==> config.mk <==
export PLATFORM = sky130hd
export DESIGN_NAME = clk_stop_ctrl
export DESIGN_NICKNAME = d
export VERILOG_FILES = /design/src/rtl/clk_stop_pkg.sv /design/src/rtl/cs_sync.sv /design/src/rtl/cs_decide.sv /design/src/rtl/cs_drive.sv /design/src/rtl/clk_stop_ctrl.sv
export SDC_FILE = /design/constraint.sdc
export NUM_CORES = 1
export LEC_CHECK = 0
export BUFFER_PORTS_ARGS = -buffer_cell sky130_fd_sc_hd__buf_2
export CAP_MARGIN = 20
export CORE_ASPECT_RATIO = 1.4
export CORE_MARGIN = 2
export CORE_UTILIZATION = 49
export CTS_CLUSTER_DIAMETER = 60
export CTS_CLUSTER_SIZE = 25
export DETAILED_ROUTE_END_ITERATION = 10
export MAX_ROUTING_LAYER = met4
export PLACE_DENSITY = 0.91
export SYNTH_ARGS = -nofsm -noshare
export SYNTH_HDL_FRONTEND = slang
export SYNTH_SLANG_ARGS = --single-unit
==> constraint.sdc <==
create_clock -name clk_src -period 3.1 [get_ports clk_src]
set_input_delay 0.62 -clock clk_src [delete_from_list [all_inputs] [get_ports clk_src]]
set_output_delay 0.62 -clock clk_src [all_outputs]
set_load 0.02 [all_outputs]
==> src/rtl/clk_stop_pkg.sv <==
package clk_stop_pkg;
  typedef enum logic [1:0] {
    ST_OFF   = 2'd0,
    ST_PARKH = 2'd1,
    ST_RUN   = 2'd2
  } cs_state_e;

  localparam int GRP_W      = 2;
  localparam int N_PINS     = 4;
  localparam int PIN_PERIPH = 0;
  localparam int PIN_PROC   = 1;
  localparam int PIN_CREQ   = 2;
  localparam int PIN_PD     = 3;
endpackage

==> src/rtl/cs_sync.sv <==
module cs_sync #(
  parameter int W = 4
) (
  input  logic         clk,
  input  logic         rst_n,
  input  logic [W-1:0] d_async,
  output logic [W-1:0] d_sync
);
  logic [W-1:0] s1_q, s2_q;

  // Reset to 0: every request reads as asserted until the pins are seen.
  always_ff @(posedge clk or negedge rst_n) begin
    if (!rst_n) begin
      s1_q <= '0;
      s2_q <= '0;
    end else begin
      s1_q <= d_async;
      s2_q <= s1_q;
    end
  end

  assign d_sync = s2_q;

  for (genvar k = 0; k < W; k++) begin : g_chk

    sync_rise_chk: assert property (@(posedge clk) disable iff (!rst_n)
      $rose(s2_q[k]) |-> $past(s1_q[k]));

    sync_fall_chk: assert property (@(posedge clk) disable iff (!rst_n)
      $fell(s2_q[k]) |-> !$past(s1_q[k]));
  end
endmodule

==> src/rtl/cs_decide.sv <==
module cs_decide
  import clk_stop_pkg::*;
(
  input  logic      clk,
  input  logic      rst_n,
  input  logic      pd_n_s,
  input  logic      stop_n_s,
  input  logic      en,
  input  logic      free,
  input  logic      park_low,
  output cs_state_e st
);
  cs_state_e st_d, st_q;

  always_comb begin
    if (!pd_n_s || !en)            st_d = ST_OFF;
    else if (!stop_n_s && !free)   st_d = park_low ? ST_OFF : ST_PARKH;
    else                           st_d = ST_RUN;
  end

  // Falling-edge update: gating only moves while the source clock is low.
  always_ff @(negedge clk or negedge rst_n) begin
    if (!rst_n) st_q <= ST_OFF;
    else        st_q <= st_d;
  end

  assign st = st_q;


  pd_off_chk: assert property (@(posedge clk) disable iff (!rst_n)
    !pd_n_s |-> st_q == ST_OFF);

  free_run_chk: assert property (@(posedge clk) disable iff (!rst_n)
    (pd_n_s && en && free && $stable(en) && $stable(free)) |-> st_q == ST_RUN);

  hold_high_chk: assert property (@(negedge clk) disable iff (!rst_n)
    1'b1 |-> st_q == $past(st_d));
endmodule

==> src/rtl/cs_drive.sv <==
module cs_drive
  import clk_stop_pkg::*;
(
  input  logic      clk,
  input  logic      rst_n,
  input  cs_state_e st,
  output logic      t,
  output logic      c,
  output logic      oe
);
  always_comb begin
    unique case (st)
      ST_RUN:   begin t = clk;  c = ~clk; oe = 1'b1; end
      ST_PARKH: begin t = 1'b1; c = 1'b0; oe = 1'b1; end
      default:  begin t = 1'b0; c = 1'b0; oe = 1'b0; end
    endcase
  end


  pulldown_low_chk: assert property (@(posedge clk) disable iff (!rst_n)
    !oe |-> (!t && !c));

  pair_excl_chk: assert property (@(negedge clk) disable iff (!rst_n)
    !(t && c));
endmodule

==> src/rtl/clk_stop_ctrl.sv <==
module clk_stop_ctrl
  import clk_stop_pkg::*;
#(
  parameter int N_DIFF = 4,
  parameter int N_SE   = 2
) (
  input  logic                    clk_src,
  input  logic                    rst_n,
  input  logic                    periph_stop_n,
  input  logic                    proc_stop_n,
  input  logic                    creq_stop_n,
  input  logic                    pwrdn_n,
  input  logic                    drive_park_low,
  input  logic [N_DIFF-1:0]       cfg_diff_en,
  input  logic [N_DIFF-1:0]       cfg_diff_free,
  input  logic [GRP_W*N_DIFF-1:0] cfg_diff_grp,
  input  logic [N_SE-1:0]         cfg_se_en,
  input  logic [GRP_W*N_SE-1:0]   cfg_se_grp,
  output logic [N_DIFF-1:0]       dif_t,
  output logic [N_DIFF-1:0]       dif_c,
  output logic [N_DIFF-1:0]       dif_oe,
  output logic [N_SE-1:0]         se_clk
);
  logic [N_PINS-1:0] pins_async, pins_s;
  logic [3:0]        stop_vec;

  always_comb begin
    pins_async             = '0;
    pins_async[PIN_PERIPH] = periph_stop_n;
    pins_async[PIN_PROC]   = proc_stop_n;
    pins_async[PIN_CREQ]   = creq_stop_n;
    pins_async[PIN_PD]     = pwrdn_n;
  end

  cs_sync #(.W(N_PINS)) u_sync (
    .clk     (clk_src),
    .rst_n   (rst_n),
    .d_async (pins_async),
    .d_sync  (pins_s)
  );

  // selector 3 maps to a never-asserted stop.
  assign stop_vec = {1'b1, pins_s[PIN_CREQ], pins_s[PIN_PROC], pins_s[PIN_PERIPH]};

  for (genvar i = 0; i < N_DIFF; i++) begin : g_diff
    cs_state_e st;
    logic      stop_n;
    assign stop_n = stop_vec[cfg_diff_grp[GRP_W*i +: GRP_W]];

    cs_decide u_dec (
      .clk      (clk_src),
      .rst_n    (rst_n),
      .pd_n_s   (pins_s[PIN_PD]),
      .stop_n_s (stop_n),
      .en       (cfg_diff_en[i]),
      .free     (cfg_diff_free[i]),
      .park_low (drive_park_low),
      .st       (st)
    );

    cs_drive u_drv (
      .clk   (clk_src),
      .rst_n (rst_n),
      .st    (st),
      .t     (dif_t[i]),
      .c     (dif_c[i]),
      .oe    (dif_oe[i])
    );
  end

  for (genvar k = 0; k < N_SE; k++) begin : g_se
    cs_state_e st;
    logic      stop_n;
    assign stop_n = stop_vec[cfg_se_grp[GRP_W*k +: GRP_W]];

    // Single-ended outputs never free-run; a park state reads as low.
    cs_decide u_dec (
      .clk      (clk_src),
      .rst_n    (rst_n),
      .pd_n_s   (pins_s[PIN_PD]),
      .stop_n_s (stop_n),
      .en       (cfg_se_en[k]),
      .free     (1'b0),
      .park_low (1'b1),
      .st       (st)
    );

    assign se_clk[k] = (st == ST_RUN) & clk_src;


    se_pd_low_chk: assert property (@(posedge clk_src) disable iff (!rst_n)
      !pins_s[PIN_PD] |-> !se_clk[k]);
  end
endmodule

==> impl_metrics.toml, run 1 <==
[outcome]
outcome = "finished with violations"
violations = "negative setup slack"

[critical_path]
r2r-end = "g_diff[0].u_dec.st[1]"
critPathCapture = "dif_t[2]"
crit_required_ns = 2.48
path_class = "reg -> out"
endpoint_kind = "output pin"
critPathArrivalTime_ns = 2.98
rr_worst_depth = 3
cp-start-kind = "flop"
reg2reg_slack_ns = 0.40
r2r-start = "u_sync.d_sync[1]"
cp-startpoint = "g_diff[2].u_dec.st[1]"
crit_fanout = 2

[layout]
nNetsFinal = 181
final_util_pct = 74.53
design_area_mm2 = 0.001435
instances_no_fill = 165
syn_to_final_growth_pct = 45.74
final_cell_mix = "29 x buf_2, 12 x buf_6, 10 x dfrtn_1"
fill_cells = 117
diodes = 0
layout_commonest_cell = "buf_2"
drive_gt1_share_pct = 54.86

[worst_hold_path]
hold_path.class = "in -> async"

[yosys]
syn_avg_cell_area_um2 = 9.749
synthCells = 101
synth-xor-area-share_pct = 0
yosys.area_share.adder_pct = 10.17
synth_top_family_by_area = "simple AND/OR/NAND/NOR gates"
yosysSeqAreaShare_pct = 45.74
synth_mux_area_share_pct = 6.099
synth-simple-area-share_pct = 17.79
synth_compound_area_share_pct = 6.099
ys_ff_latch = 18
yosys_warnings = 0
yosysUniqueCellTypes = 16
synthesis.area_um2 = 984.7
syn-num-nets = 138

[place]
port-buffer-count = 42
routabilityCongestion = 0.7982
dp_slack_ns = -0.04254
dpl.hpwl_um = 1458
place_area_mm2 = 0.001127
dp.cells = 151

[routing]
num_vias = 852
routedWlPerCell_um = 13.45
routed_wl_um = 2220
first_pass_iters = 4
detail-route-antenna-nets = 0
first_iter_violations = 5
drc = 0
vias_per_cell = 5.164

[global_route]
grt_pass1_vias = 1017
grt_overflow = 0
grt.total_usage_pct = 20.82
grt_first_pass_wirelength_um = 3560
grt_max_degree = 19
antenna_found_initial = 0

[die]
die_height_um = 57.04
coreArea_mm2 = 0.001926
rows = 19
start_util_pct = 51.14
ios = 43
dieArea_mm2 = 0.002389
die_w_um = 41.89

[sta]
drv_slew = 0
holdWs_ns = 0.1299
rsz0062_at_grt = "yes"
hold_viol_final = 0
fin_setup_tns_ns = -5.431
final.setup.worst_slack_ns = -0.4990
setup_viol = 24
slew_headroom_pct = 74.20
worst_pin_slew_ns = 0.3870
skew_ns = 0.01253

[clocking]
cts_tree = "built"
clk_latency_ns = 0.41
clk_pin_slew_ns = 0.10

[power]
power.density_mw_per_mm2 = 510.0
totalPowerFinal_mw = 0.7319
peakVddDrop_v = 0.0003009
leakage_nw = 0.7032

[flow_run]
cap_violations = 0
-- registers in the layout, indices dropped and copies added, names as in the netlist --
signal	cells
g_diff.u_dec.st	8
u_sync.d_sync	4
u_sync.s1_q	4
g_se.u_dec.st	2
-- layer usage --
| metal | up-vias | track usage (%) | wire length, um |
|---|---|---|---|
| met4 | 0 | 22.12 | 52 |
| met1 | 402 | 18.18 | 788 |
| met3 | 9 | 9.177 | 166 |
| met2 | 38 | 31.25 | 1212 |
| met5 | - | - | 0 |
| li1 | 403 | - | - |
-- kinds of logic after synthesis --
family / Yosys count
compound gates: 12
flops: 18
fa+ha+maj: 8
mux: 6
simple gates: 32
buf+inv: 25
-- worst min-delay path by stage --
stage                               from          endpoint  slack (ns)  cells past startpoint
after global routing               rst_n    u_sync.s1_q[3]        0.13                      1
after global placement    u_sync.s1_q[1]  u_sync.d_sync[1]        0.33                      0
after floorplan                    rst_n  u_sync.d_sync[0]        0.32                      0
after CTS                          rst_n    u_sync.s1_q[1]        0.13                      1
after detailed placement  u_sync.s1_q[3]  u_sync.d_sync[3]        0.33                      0
final                              rst_n    u_sync.s1_q[2]        0.13                      1
-- worst max-delay path, stage by stage (launching register included) --
cell	delay, ns
dfrtn_1	0.44
inv_1	0.06
ha_1	0.21
a21oi_2	0.10
nor2_1	0.05
buf_4	0.15
-- cell type report --
cell class	instances	area, um2	share of cell area (%)
Clock buffer	19	157.7	10.99
Inverter	12	45.04	3.139
Multi-Input combinational cell	58	518.0	36.09
Sequential cell	18	450.4	31.39
Tap cell	21	26.28	1.831
Timing Repair Buffer	37	237.7	16.56
-- synth_stat cells --
cell type,count,area [um2]
nor3_1,4,20.02
o21ai_0,4,20.02
ha_1,8,100.1
dfrtn_1,10,250.2
dfrtp_1,8,200.2
clkbuf_1,1,3.750
and3_1,2,12.51
nand2_1,4,15.01
inv_1,12,45.04
and2_1,2,12.51
nor4b_1,4,35.03
a21oi_1,8,40.04
nor2b_1,8,50.05
mux2i_1,6,60.06
nor2_1,8,30.03
buf_4,12,90.09
-- repair_timing --
action / 4_1_cts / 5_1_grt
pin swaps: 6 / 3
hold buffers: 0 / 0
setup endpoints to repair: 24 / 24
gates resized for setup: 38 / 19
buffers inserted: 3 / 2
-- where the power goes --
group	switching (mW)	total [mW]	internal, mW
Combinational	0.0409	0.0878	0.0469
Clock	0.203	0.390	0.187
Sequential	0.00831	0.254	0.246
Power figures use the tool's default switching activity.
==> run 2: changes to the inputs <==
Settings changed: CORE_UTILIZATION 49 to 41, CTS_CLUSTER_SIZE 25 to not set, PLACE_DENSITY 0.91 to 0.8, SKIP_CTS_REPAIR_TIMING set to 1.
==> run 2 against run 1 <==
The flow still finishes with violations (negative setup slack). Sequential power about the same. Global-route usage down 5.0 points. Total power down 1.4%. Cell area up 1.2%.
==> impl_metrics.toml, run 2 (synthesized netlist as in run 1, its figures left out) <==
[critical_path]
critPathArrivalTime_ns = 2.94
crit_fanout = 2
endpoint_kind = "output pin"
cp-start-kind = "flop"
cp_cell_sequence = "inv_2 > ha_4 > nor2_1 > buf_4"
path_buf_inv = 2
crit_slowest_cell = "dfrtn_1"
crit_cells = 4
rr_worst_depth = 3
critPathMaxStageDelay_ns = 0.43
path_class = "reg -> out"
crit_required_ns = 2.48
crit_family = "flip-flops"

[layout]
layout_commonest_cell = "buf_2"
nNetsFinal = 182
final_cell_mix = "28 x buf_2, 12 x buf_6, 10 x dfrtn_1"
largest_reg_flops = 8
fill_cells = 180
diodes = 0
syn_to_final_growth_pct = 47.52
drive_gt1_share_pct = 56.55

[outcome]
violations = "negative setup slack"
outcome = "finished with violations"

[power]
netSwitchingFraction_pct = 33.52
comb_power_share_pct = 11.6
power.density_mw_per_mm2 = 497.0
peakVddDrop_v = 0.0003047
leakage_nw = 0.7105
p_int_mw = 0.4799
p_sw_mw = 0.2420
pwr-share-seq_pct = 35.3
pwr-share-clk_pct = 53.1

[place]
dp_slack_ns = -0.02973
routabilityCongestion = 0.6795
dpl.hpwl_um = 1436
port-buffer-count = 42

[sta]
fin_setup_tns_ns = -5.190
drv_slew = 0
skew_ns = 0.01524
setup_viol = 24
final.setup.worst_slack_ns = -0.4622
hold_viol_final = 0
rsz0062_at_grt = "yes"
worst_pin_slew_ns = 0.3808
slew_headroom_pct = 74.61

[die]
dieArea_mm2 = 0.002815
start_util_pct = 42.11
coreArea_mm2 = 0.002338
die_height_um = 61.99
die_w_um = 45.42
rows = 21
ios = 43

[routing]
first_pass_iters = 4
drc = 0
num_vias = 851
first_iter_violations = 19
vias_per_cell = 5.065
detail-route-antenna-nets = 0
routed_wl_um = 2154
routedWlPerCell_um = 12.82

[global_route]
antenna_found_initial = 0
grt_pass1_vias = 832
grt_overflow = 0
grt_first_pass_wirelength_um = 2822
grt_max_degree = 19
grt.total_usage_pct = 15.78

[worst_hold_path]
hold_path.class = "in -> async"

[clocking]
clk_pin_slew_ns = 0.10
clk_latency_ns = 0.40
cts_tree = "built"

[flow_run]
cap_violations = 0
## run 2: cell type report
| type | count | area [um2] | share of cell area [%] |
|---|---|---|---|
| multi-input cells | 58 | 523.0 | 36.00 |
| well taps | 23 | 28.78 | 1.981 |
| inverters | 12 | 45.04 | 3.101 |
| clock inverters | 1 | 3.754 | 0.2584 |
| flip-flops and latches | 18 | 450.4 | 31.01 |
| clock buffers | 18 | 160.2 | 11.03 |
| repair buffers | 38 | 241.5 | 16.62 |
## run 2: power groups by stage
stage	Clock [mW]	Combinational, mW	Sequential [mW]
2_1_floorplan	0.0972	0.0341	0.256
3_3_place_gp	0.0619	0.0577	0.258
3_5_place_dp	0.0619	0.0613	0.258
4_1_cts	0.322	0.0616	0.254
5_1_grt	0.414	0.0920	0.256
6_report	0.384	0.0836	0.255
## run 2: layer usage
| metal | up-vias | global-route usage, % | wire (um) |
|---|---|---|---|
| met5 | - | - | 0 |
| met4 | 0 | 22.69 | 56 |
| met3 | 10 | 8.092 | 137 |
| met2 | 32 | 22.94 | 1259 |
| met1 | 402 | 11.09 | 701 |
| li1 | 407 | - | - |
## run 2: final timing paths
check                           slack [ns]               endpoint                  start
worst min register to register        0.36       u_sync.d_sync[2]         u_sync.s1_q[2]
worst max register to register        0.35  g_diff[0].u_dec.st[1]       u_sync.d_sync[1]
worst min-delay path                  0.13       u_sync.d_sync[1]                  rst_n
max in group asynchronous             1.23  g_diff[0].u_dec.st[1]                  rst_n
worst max-delay path                 -0.46               dif_t[0]  g_diff[0].u_dec.st[0]
min in group clk_src                  0.32         u_sync.s1_q[0]          periph_stop_n
## run 2: metrics by stage
stage / total power, mW / std cells / area, um2 / hold WS [ns] / util (%)
5_1_grt: 0.7623 / 168 / 1453 / 0.1375 / 62.12
3_3_place_gp: 0.3772 / 153 / 1130 / 0.3323 / 48.31
6_report: 0.7219 / 168 / 1453 / 0.1324 / 62.12
2_1_floorplan: 0.3870 / 101 / 984.7 / 0.3244 / -
4_1_cts: 0.6373 / 162 / 1200 / 0.1351 / 51.31
3_5_place_dp: 0.3816 / 153 / 1130 / 0.3347 / 48.31
